File: config.mk
export PLATFORM = sky130hd
export DESIGN_NAME = drow_boundary_decoder
export DESIGN_NICKNAME = d
export VERILOG_FILES = /design/src/rtl/drow_pkg.sv /design/src/rtl/drow_cfg_regs.sv /design/src/rtl/drow_limit_chain.sv /design/src/rtl/drow_range_match.sv /design/src/rtl/drow_priority_pick.sv /design/src/rtl/drow_boundary_decoder.sv
export SDC_FILE = /design/constraint.sdc
export NUM_CORES = 1
export LEC_CHECK = 0
export BUFFER_PORTS_ARGS = -buffer_cell sky130_fd_sc_hd__buf_2
export CAP_MARGIN = 25
export CELL_PAD_IN_SITES_DETAIL_PLACEMENT = 2
export CELL_PAD_IN_SITES_GLOBAL_PLACEMENT = 2
export CORE_MARGIN = 5
export CORE_UTILIZATION = 30
export CTS_BUF_LIST = sky130_fd_sc_hd__clkbuf_4
export DETAILED_ROUTE_END_ITERATION = 8
export PLACE_DENSITY_LB_ADDON = 0.1
export SLEW_MARGIN = 20
export SYNTH_ARGS = -nofsm -noshare
export SYNTH_HDL_FRONTEND = slang
export SYNTH_SLANG_ARGS = --single-unit
export TNS_END_PERCENT = 5
File: constraint.sdc
create_clock -name clk -period 4.8 [get_ports clk]
set_input_delay 0.96 -clock clk [delete_from_list [all_inputs] [get_ports clk]]
set_output_delay 0.96 -clock clk [all_outputs]
set_load 0.1 [all_outputs]
File: src/rtl/drow_pkg.sv
package drow_pkg;

    localparam int NUM_ROWS_D   = 8;
    localparam int BND_W_D      = 8;
    localparam int ADDR_W_D     = 32;
    localparam int UNIT_SHIFT_D = 23;
    localparam int CFG_AW_D     = 4;

    // which configuration register a write targets
    typedef enum logic [1:0] {
        CFG_SEL_BOUND = 2'd0,
        CFG_SEL_MASK  = 2'd1,
        CFG_SEL_NONE  = 2'd2
    } cfg_sel_e;

    function automatic cfg_sel_e classify_cfg(input int unsigned addr, input int unsigned rows);
        if (addr < rows)       return CFG_SEL_BOUND;
        else if (addr == rows) return CFG_SEL_MASK;
        else                   return CFG_SEL_NONE;
    endfunction

endpackage

File: src/rtl/drow_cfg_regs.sv
module drow_cfg_regs
    import drow_pkg::*;
#(
    parameter int NUM_ROWS = NUM_ROWS_D,
    parameter int BND_W    = BND_W_D,
    parameter int CFG_AW   = CFG_AW_D
) (
    input  logic                               clk,
    input  logic                               rst,
    input  logic                               cfg_we,
    input  logic [CFG_AW-1:0]                  cfg_addr,
    input  logic [BND_W-1:0]                   cfg_wdata,
    output logic [NUM_ROWS-1:0][BND_W-1:0]     bnd_q,
    output logic [NUM_ROWS-1:0]                ecc_mask_q
);
    localparam int MASK_FROM_DATA = (NUM_ROWS < BND_W) ? NUM_ROWS : BND_W;

    cfg_sel_e                 sel;
    logic [NUM_ROWS-1:0]      mask_next;

    always_comb begin
        sel = classify_cfg(int'(cfg_addr), NUM_ROWS);
    end

    generate
        for (genvar m = 0; m < NUM_ROWS; m++) begin : g_mask_bit
            if (m < MASK_FROM_DATA) begin : g_from_data
                assign mask_next[m] = cfg_wdata[m];
            end else begin : g_zero
                assign mask_next[m] = 1'b0;
            end
        end

        for (genvar r = 0; r < NUM_ROWS; r++) begin : g_bound
            always_ff @(posedge clk) begin
                if (rst) begin
                    bnd_q[r] <= '0;
                end else if (cfg_we && sel == CFG_SEL_BOUND && int'(cfg_addr) == r) begin
                    bnd_q[r] <= cfg_wdata;
                end
            end
        end
    endgenerate

    always_ff @(posedge clk) begin
        if (rst) begin
            ecc_mask_q <= '0;
        end else if (cfg_we && sel == CFG_SEL_MASK) begin
            ecc_mask_q <= mask_next;
        end
    end

    AST_IGNORED_WRITE: assert property (@(posedge clk) disable iff (rst)
        (cfg_we && int'(cfg_addr) > NUM_ROWS) |=> ($stable(bnd_q) && $stable(ecc_mask_q)))
        else $error("write to unused select changed state");

    AST_RESET_CLEAR: assert property (@(posedge clk)
        rst |=> (bnd_q == '0 && ecc_mask_q == '0))
        else $error("reset left configuration nonzero");

endmodule

File: src/rtl/drow_limit_chain.sv
module drow_limit_chain
    import drow_pkg::*;
#(
    parameter int NUM_ROWS   = NUM_ROWS_D,
    parameter int BND_W      = BND_W_D,
    parameter int ADDR_W     = ADDR_W_D,
    parameter int UNIT_SHIFT = UNIT_SHIFT_D
) (
    input  logic [NUM_ROWS-1:0][BND_W-1:0]  bnd,
    output logic [NUM_ROWS-1:0][ADDR_W-1:0] row_base,
    output logic [NUM_ROWS-1:0][ADDR_W-1:0] row_limit
);
    // a zero boundary after a nonzero one means one step past the encodable range
    localparam int WRAP_BIT = BND_W + UNIT_SHIFT;
    localparam logic [ADDR_W-1:0] WRAP_LIMIT = ADDR_W'(1) << WRAP_BIT;

    generate
        for (genvar r = 0; r < NUM_ROWS; r++) begin : g_row
            logic [ADDR_W-1:0] prev_lim;
            logic [ADDR_W-1:0] scaled;

            if (r == 0) begin : g_first
                assign prev_lim = '0;
            end else begin : g_next
                assign prev_lim = row_limit[r-1];
            end

            assign scaled = ADDR_W'(bnd[r]) << UNIT_SHIFT;

            always_comb begin
                row_base[r] = prev_lim;
                if (prev_lim != '0 && bnd[r] == '0) begin
                    row_limit[r] = WRAP_LIMIT;
                end else begin
                    row_limit[r] = scaled;
                end
            end
        end
    endgenerate

endmodule

File: src/rtl/drow_range_match.sv
module drow_range_match
    import drow_pkg::*;
#(
    parameter int NUM_ROWS = NUM_ROWS_D,
    parameter int ADDR_W   = ADDR_W_D
) (
    input  logic [ADDR_W-1:0]               addr,
    input  logic [NUM_ROWS-1:0][ADDR_W-1:0] row_base,
    input  logic [NUM_ROWS-1:0][ADDR_W-1:0] row_limit,
    output logic [NUM_ROWS-1:0]             in_range
);
    generate
        for (genvar r = 0; r < NUM_ROWS; r++) begin : g_cmp
            // a span with limit <= base can never contain an address
            assign in_range[r] = (addr >= row_base[r]) && (addr < row_limit[r]);
        end
    endgenerate

endmodule

File: src/rtl/drow_priority_pick.sv
module drow_priority_pick
    import drow_pkg::*;
#(
    parameter int NUM_ROWS = NUM_ROWS_D,
    localparam int ROW_W   = (NUM_ROWS > 1) ? $clog2(NUM_ROWS) : 1
) (
    input  logic [NUM_ROWS-1:0] in_range,
    input  logic [NUM_ROWS-1:0] ecc_mask,
    output logic                hit,
    output logic [ROW_W-1:0]    row,
    output logic                ecc
);
    always_comb begin
        hit = 1'b0;
        row = '0;
        for (int i = NUM_ROWS - 1; i >= 0; i--) begin
            if (in_range[i]) begin
                hit = 1'b1;
                row = ROW_W'(i);
            end
        end
        ecc = hit & ecc_mask[row];
    end

endmodule

File: src/rtl/drow_boundary_decoder.sv
module drow_boundary_decoder
    import drow_pkg::*;
#(
    parameter int NUM_ROWS   = NUM_ROWS_D,
    parameter int BND_W      = BND_W_D,
    parameter int ADDR_W     = ADDR_W_D,
    parameter int UNIT_SHIFT = UNIT_SHIFT_D,
    parameter int CFG_AW     = CFG_AW_D,
    localparam int ROW_W     = (NUM_ROWS > 1) ? $clog2(NUM_ROWS) : 1
) (
    input  logic              clk,
    input  logic              rst,
    input  logic              cfg_we,
    input  logic [CFG_AW-1:0] cfg_addr,
    input  logic [BND_W-1:0]  cfg_wdata,
    input  logic [ADDR_W-1:0] lookup_addr,
    output logic              row_hit,
    output logic [ROW_W-1:0]  row_idx,
    output logic              row_ecc
);
    logic [NUM_ROWS-1:0][BND_W-1:0]  bnd_q;
    logic [NUM_ROWS-1:0]             ecc_mask_q;
    logic [NUM_ROWS-1:0][ADDR_W-1:0] base_w;
    logic [NUM_ROWS-1:0][ADDR_W-1:0] limit_w;
    logic [NUM_ROWS-1:0]             in_range_w;

    drow_cfg_regs #(
        .NUM_ROWS (NUM_ROWS),
        .BND_W    (BND_W),
        .CFG_AW   (CFG_AW)
    ) u_regs (
        .clk        (clk),
        .rst        (rst),
        .cfg_we     (cfg_we),
        .cfg_addr   (cfg_addr),
        .cfg_wdata  (cfg_wdata),
        .bnd_q      (bnd_q),
        .ecc_mask_q (ecc_mask_q)
    );

    drow_limit_chain #(
        .NUM_ROWS   (NUM_ROWS),
        .BND_W      (BND_W),
        .ADDR_W     (ADDR_W),
        .UNIT_SHIFT (UNIT_SHIFT)
    ) u_chain (
        .bnd       (bnd_q),
        .row_base  (base_w),
        .row_limit (limit_w)
    );

    drow_range_match #(
        .NUM_ROWS (NUM_ROWS),
        .ADDR_W   (ADDR_W)
    ) u_match (
        .addr      (lookup_addr),
        .row_base  (base_w),
        .row_limit (limit_w),
        .in_range  (in_range_w)
    );

    drow_priority_pick #(
        .NUM_ROWS (NUM_ROWS)
    ) u_pick (
        .in_range (in_range_w),
        .ecc_mask (ecc_mask_q),
        .hit      (row_hit),
        .row      (row_idx),
        .ecc      (row_ecc)
    );

    AST_HIT_IN_SPAN: assert property (@(posedge clk) disable iff (rst)
        row_hit |-> (lookup_addr >= base_w[row_idx] && lookup_addr < limit_w[row_idx]))
        else $error("selected row does not contain address");

    AST_EMPTY_NOT_PICKED: assert property (@(posedge clk) disable iff (rst)
        row_hit |-> (limit_w[row_idx] != base_w[row_idx]))
        else $error("empty row selected");

    AST_MISS_DEFAULTS: assert property (@(posedge clk) disable iff (rst)
        !row_hit |-> (row_idx == '0 && !row_ecc))
        else $error("miss without zero row and ecc");

    AST_ECC_OF_ROW: assert property (@(posedge clk) disable iff (rst)
        row_hit |-> (row_ecc == ecc_mask_q[row_idx]))
        else $error("ecc flag mismatches selected row");

    AST_NO_LOWER_MATCH: assert property (@(posedge clk) disable iff (rst)
        row_hit |-> ((in_range_w & ((NUM_ROWS'(1) << row_idx) - NUM_ROWS'(1))) == '0))
        else $error("lower row also covers address");

endmodule

==> After elaboration in Yosys (flattened, before gate mapping) <==
Index checks and enable logic that the tools add are counted.
{ "op_classes": {"n_lt_le_gt_ge": 18, "eq_ne": 9, "mux": 27, "bitwise": 1, "n_reduce_logical": 41} }
{ "ops": {"columns": ["cell", "count"], "rows": [
  ["$lt 32x32->1", 7],
  ["$mux 32", 7],
  ["$reduce_bool 32->1", 7],
  ["$ge 32x32->1", 6],
  ["$logic_not 8->1", 7],
  ["$ge 32x1->1 const B", 1],
  ["$ge 32x31->1", 1],
  ["$lt 32x31->1", 1],
  ["$logic_and 1x1->1", 25],
  ["$mux 3", 8],
  ["$eq 4x4->1 const B", 5],
  ["$mux 1", 9],
  ["$eq 4x3->1 const B", 2],
  ["$eq 4x2->1 const B", 1],
  ["$logic_not 4->1", 1],
  ["$lt 3x4->1 const B", 1],
  ["$lt 4x4->1 const B", 1],
  ["$mux 2", 2],
  ["$bmux 1 s3", 1],
  ["$eq 2x1->1 const B", 1],
  ["$logic_not 2->1", 1],
  ["$and 1x1->1", 1]
]} }
{ "word_totals": {"reg_bits": 72, "inputBits": 47, "output_inout_bits": 5, "word_cells": 105} }

==> Logic depth before layout (Yosys ltp) <==
{ "logic_depth": {"ltp_word": 34, "depth_mapped": 19} }

==> Modules after synthesis <==
From an unflattened synthesis, not the netlist that was laid out.
{ "unflattened": {"hier_cells": 2585, "hier_area_um2": 19304.8} }
{ "modules_own_cells": {"columns": ["mod", "n_inst", "cells_per_inst", "area_per_inst_um2"], "rows": [
  ["drow_range_match", 1, 1757, 12454.4],
  ["drow_limit_chain", 1, 540, 3806.2],
  ["drow_cfg_regs", 1, 257, 2860.2],
  ["drow_priority_pick", 1, 31, 183.9]
]} }

==> Worst setup path before layout <==
No wires, ideal clock.
{ "synth_path": {"kind": "register to output", "start": "reg u_regs.bnd_q[15] (netlist bit)", "end": "out row_ecc", "arrival_ns": 4.777, "required_ns": 3.840, "path_slack_ns": -0.937, "stages_incl_launch_ff": 19, "path_cell_list": "dfxtp_1 > or4_1 > nor2_1 > nand3_1 > nor2_1 > nand3_1 > nor2_1 > nand3_1 > o211ai_1 > ha_1 > a41oi_1 > o21ai_1 > a21oi_2 > nor2b_1 > o22ai_1 > a221oi_4 > mux2_4 > a2bb2oi_1 > o211ai_2"} }
{ "synth_via": {"elab_chain_len": 34, "elab_cells_between_ends": 60, "cone_classes": "13 x order compare; 25 x mux; 1 x bitwise; 21 x reduce/logical"} }
{ "synth_lines": {"columns": ["item", "line", "source"], "rows": [
  ["start: declaration", "drow_cfg_regs.sv:13", "output logic [NUM_ROWS-1:0][BND_W-1:0] bnd_q,"],
  ["start signal: indexed assignment", "drow_cfg_regs.sv:39", "bnd_q[r] <= cfg_wdata;"],
  ["$logic_not 8->1", "drow_limit_chain.sv:32", "if (prev_lim != '0 && bnd[r] == '0) begin"],
  ["$logic_and 1x1->1", "drow_limit_chain.sv:32", null],
  ["$mux 32 (*)", "drow_limit_chain.sv:32", null],
  ["$reduce_bool 32->1", "drow_limit_chain.sv:32", null],
  ["$logic_and 1x1->1", "drow_limit_chain.sv:32", null],
  ["$mux 32", "drow_limit_chain.sv:32", null],
  ["$reduce_bool 32->1", "drow_limit_chain.sv:32", null],
  ["$logic_and 1x1->1", "drow_limit_chain.sv:32", null],
  ["[13 not listed]", null, null],
  ["$lt 32x32->1", "drow_range_match.sv:15", "assign in_range[r] = (addr >= row_base[r]) && (addr < row_limit[r]);"],
  ["$logic_and 1x1->1", "drow_range_match.sv:15", null],
  ["$mux 3 (6 in series)", "drow_priority_pick.sv:17", "if (in_range[i]) begin"],
  ["$mux 3 (*) (2 in series)", "drow_priority_pick.sv:17", null],
  ["named net row_idx[0]", "drow_boundary_decoder.sv:18", "output logic [ROW_W-1:0] row_idx,"],
  ["$bmux 1 s3 (*)", "drow_priority_pick.sv:22", "ecc = hit & ecc_mask[row];"],
  ["$mux 1 (not written as such) (*)", "drow_priority_pick.sv:22", null],
  ["$and 1x1->1 (*)", "drow_priority_pick.sv:22", null],
  ["end: declaration", "drow_boundary_decoder.sv:19", "output logic row_ecc"]
]} }
Mark *: on every way through the listed nets, which the timed path passes. The rest lies on a longest branch. The select of a mux whose other input is x is not followed.

==> Worst setup path after layout <==
{ "layout_path": {"start": "reg u_regs.bnd_q[15] (netlist bit)", "end": "out row_ecc"} }
{ "layout_via": {"elab_chain_len": 34, "elab_cells_between_ends": 60, "cone_classes": "13 x order compare; 25 x mux; 1 x bitwise; 21 x reduce/logical"} }
{ "layout_lines": {"columns": ["item", "line"], "rows": [
  ["$logic_not 8->1", "drow_limit_chain.sv:32"],
  ["$logic_and 1x1->1", "drow_limit_chain.sv:32"],
  ["$mux 32 (*)", "drow_limit_chain.sv:32"],
  ["$reduce_bool 32->1", "drow_limit_chain.sv:32"],
  ["$logic_and 1x1->1", "drow_limit_chain.sv:32"],
  ["$mux 32", "drow_limit_chain.sv:32"],
  ["$reduce_bool 32->1", "drow_limit_chain.sv:32"],
  ["$logic_and 1x1->1", "drow_limit_chain.sv:32"],
  ["[11 not listed]", null],
  ["$logic_and 1x1->1", "drow_limit_chain.sv:32"],
  ["$mux 32", "drow_limit_chain.sv:32"],
  ["$lt 32x32->1", "drow_range_match.sv:15"],
  ["$logic_and 1x1->1", "drow_range_match.sv:15"],
  ["$mux 3 (8 in series)", "drow_priority_pick.sv:17"],
  ["$bmux 1 s3", "drow_priority_pick.sv:22"],
  ["$mux 1 (not written as such)", "drow_priority_pick.sv:22"],
  ["$and 1x1->1 (*)", "drow_priority_pick.sv:22"]
]} }
Every way passes the cells marked *; elsewhere a longest branch is shown, timed or not. The select of a mux whose other input is x is not followed.

==> out/summary.txt <==
Status -> complete, but fails checks
Failing checks -> negative setup slack
CTS tree -> done
Final hold viol count -> 0
Critical path's slowest cell -> or4_1
Fmax -> 0.187 GHz
DIE WIDTH -> 136 µm
TritonCTS buffer count -> 9
Core area -> 15800 µm²
Residual DRC count -> 0
CP Launch Type -> register
Post-CTS Hold Buffers -> 0
GRT Resource Usage Total -> 19.2%
Syn Std Cell Area -> 4780 µm²
Worst Max-Slew Pin Slew -> 0.927 ns
Global route overflow -> 0
First-pass GRT wire length -> 26600 µm
Ys flop type -> dfxtp_1
Async SR Flop Fraction -> 0%
Wirelength, routed -> 17000 µm
Most frequent cells after synthesis -> nor2_1, mux2i_1, dfxtp_1
Worst-Skew Late Latency -> 0.44 ns
Clock tree sinks -> 72
Syn_nets -> 670
Routed WL per cell -> 20.4 µm
Count of different cell masters after synthesis -> 49
1st-pass router iterations -> 4
Non-filler cells, final -> 833
Post-synth EDFFs -> 0
GP Congestion -> 0.765
Starting density of the core -> 30.3%
Final Util -> 35.9%
Flops & latches, synth -> 72
Number of global-route vias before repair -> 4743
Initial antenna violation count -> 0
Layout cells sized above 1 -> 19.1%
Hold Path Class -> reg2reg
Max cap viols -> 0
Vias -> 4176
Top-level port count -> 52
Dpl hpwl -> 12700 µm
R2R Setup Slk -> 4.00 ns
Vias/cell -> 5.01
Levels on crit path -> 20
Rows -> 46
# setup viols final -> 5
Reg area -> 1440 µm²
Reg-to-reg endpoint -> u_regs.bnd_q[8]
Bufs and invs on worst path -> 2
CP top delay family -> compound AO/OA/AOI/OAI gates
Pre-CTS setup slack -> -0.216 ns
Root Driver -> clkbuf_4
RSZ-0062 raised after global routing -> yes
Slew Viols, Final -> 0
Required @ worst endpoint -> 3.84 ns
Syn Inst Count -> 553
Post-route cell area -> 5670 µm²
Cell Chain, Critical Path -> or4_1, nor2_2, nand3_2, nor2_2, nand3_2, nor2_1, nand3_1, o211ai_1, ha_1, a41oi_2, o21ai_1, a21oi_2, buf_4, a32oi_1, o211ai_1, o211ai_1, nor3_2, a2bb2oi_4, o211ai_4, buf_12
Critical path class -> reg2out
Static Leak -> 2.44 nW
Area growth, synth to finish -> 18.4%
FF-to-FF path depth -> 3
Worst-path fanout max -> 3
Largest net degree at the start of global routing -> 38
Ant diodes -> 0
H-tree levels -> 3
Pwr dens -> 257 nW/µm²
DP Area -> 5490 µm²
Clk_skew -> 0 ns
Port bufs -> 51
Nets -> 732
Die area -> 18600 µm²
Placed Cells -> 816
Final Cycle Share -> 111%
Sequential fraction of the synthesis area -> 30.1%
Avg Cell Area, Syn -> 8.65 µm²
Max VDD drop -> 0.121 mV
Crit. Startpoint -> u_regs.bnd_q[15]
Design Power -> 0.00146 W
Initial DRC count -> 115
Clock buffer depth -> 2
Max_slew headroom -> 38.0%
CP most frequent cell -> o211ai_1
Dominant cell type by area after synthesis -> dfxtp_1
Final setup margin -> -0.537 ns
Slowest stage delay, CP -> 0.53 ns
Die height -> 136 µm
Area of the multi-input gates -> 3090 µm²
Ranking of synthesized cells by area -> dfxtp_1, ha_1, mux2i_1
Synthesis Warnings -> 0
R2R Path Start -> u_regs.bnd_q[8]
Fill count -> 1831
Share of Yosys cell area claimed by the top area cell type -> 30.1%
Crit path DAT -> 4.38 ns
Most frequent cell after synthesis -> nor2_1
Crit end category -> output pin
Min Tclk post-route -> 5.34 ns
Clock slew at reported path FFs -> 0.11 ns
Routed Antenna Nets -> 0
Critical Path End -> row_ecc
[registers in the layout, indices dropped and copies added, names as in the netlist]
name,count
u_regs.ecc_mask_q,8
u_regs.bnd_q,64
[worst min-delay path, stage by stage, from the launching register on]
cell,delay [ns]
dfxtp_1,0.35
mux2i_1,0.07
nor2_1,0.07
[stage by stage]
step / TNS (ns) / hold slack [ns]
detailed placement: -0.216 / 0.493
finish: -1.67 / 0.518
global route: -2.99 / 0.560
floorplan: -1.03 / 0.452
global placement: -0.0196 / 0.479
CTS: -1.65 / 0.523
[cell families after synthesis]
family	Yosys count	share of synthesized area (%)
buffers and inverters	91	7.14
AOI/OAI and AO/OA	71	10.8
adders and majority gates	70	18.3
muxes	75	15.8
and+or+nand+nor	174	17.8
DFF	72	30.1
[report_power, final]
part	internal, W	total [W]	switching [W]
clock network	0.0000999	0.000316	0.000216
registers	0.000605	0.000611	0.00000600
logic	0.000225	0.000531	0.000306
[layer usage]
| metal | routed length (µm) | global-route usage (%) | vias up | part of all wire, % |
|---|---|---|---|---|
| met5 | 0 | 0 | - | 0 |
| met4 | 231 | 4.65 | 0 | 1.4 |
| met3 | 390 | 3.15 | 15 | 2.3 |
| met2 | 8550 | 34.6 | 37 | 50 |
| met1 | 7830 | 23.8 | 2075 | 46 |
| li1 | - | - | 2049 | - |
[cell usage in the layout, fill, tap and decap left out, types with 3 or more instances in the layout]
master    instances
and4_1            4
a21oi_1          12
o21ai_0           7
nor2_1           82
dfxtp_1          72
ha_1             70
nor2_2            4
mux2i_1          72
o21a_1            4
nand2_1          15
nor4_1           21
o211ai_1          6
buf_2            46
a211oi_1          3
nand4_1           6
a21oi_2           4
inv_1            63
nand3b_1          5
nand3_1           9
nor3_1            6
buf_12            5
nor2b_1           4
o21ai_1          11
clkbuf_4         10
buf_4            27
a21o_1            7
nor3b_1           4
[what timing repair did]
item,CTS,global route
endpoints found under the setup margin,5,5
hold endpoints to repair,0,0
pin swaps,7,1
gates resized for setup,12,1
setup buffers,3,1
[area by class of cell]
cell class              instances  area share [%]
well taps                     216            4.77
clock inverters                 3           0.221
clock buffers                  10            1.32
inverters                      63            4.17
flip-flops and latches         72            25.4
multi-input cells             390            54.5
repair buffers                 79            9.60
[how the worst min path moves through the flow]
stage                         start                    to  cells past startpoint
2_1_floorplan  u_regs.ecc_mask_q[1]  u_regs.ecc_mask_q[1]                      2
3_3_place_gp       u_regs.bnd_q[14]      u_regs.bnd_q[14]                      2
3_5_place_dp   u_regs.ecc_mask_q[0]  u_regs.ecc_mask_q[0]                      2
4_1_cts        u_regs.ecc_mask_q[1]  u_regs.ecc_mask_q[1]                      2
5_1_grt        u_regs.ecc_mask_q[1]  u_regs.ecc_mask_q[1]                      2
6_report           u_regs.bnd_q[11]      u_regs.bnd_q[11]                      2
No activity file was read; power rests on OpenSTA's default activity.
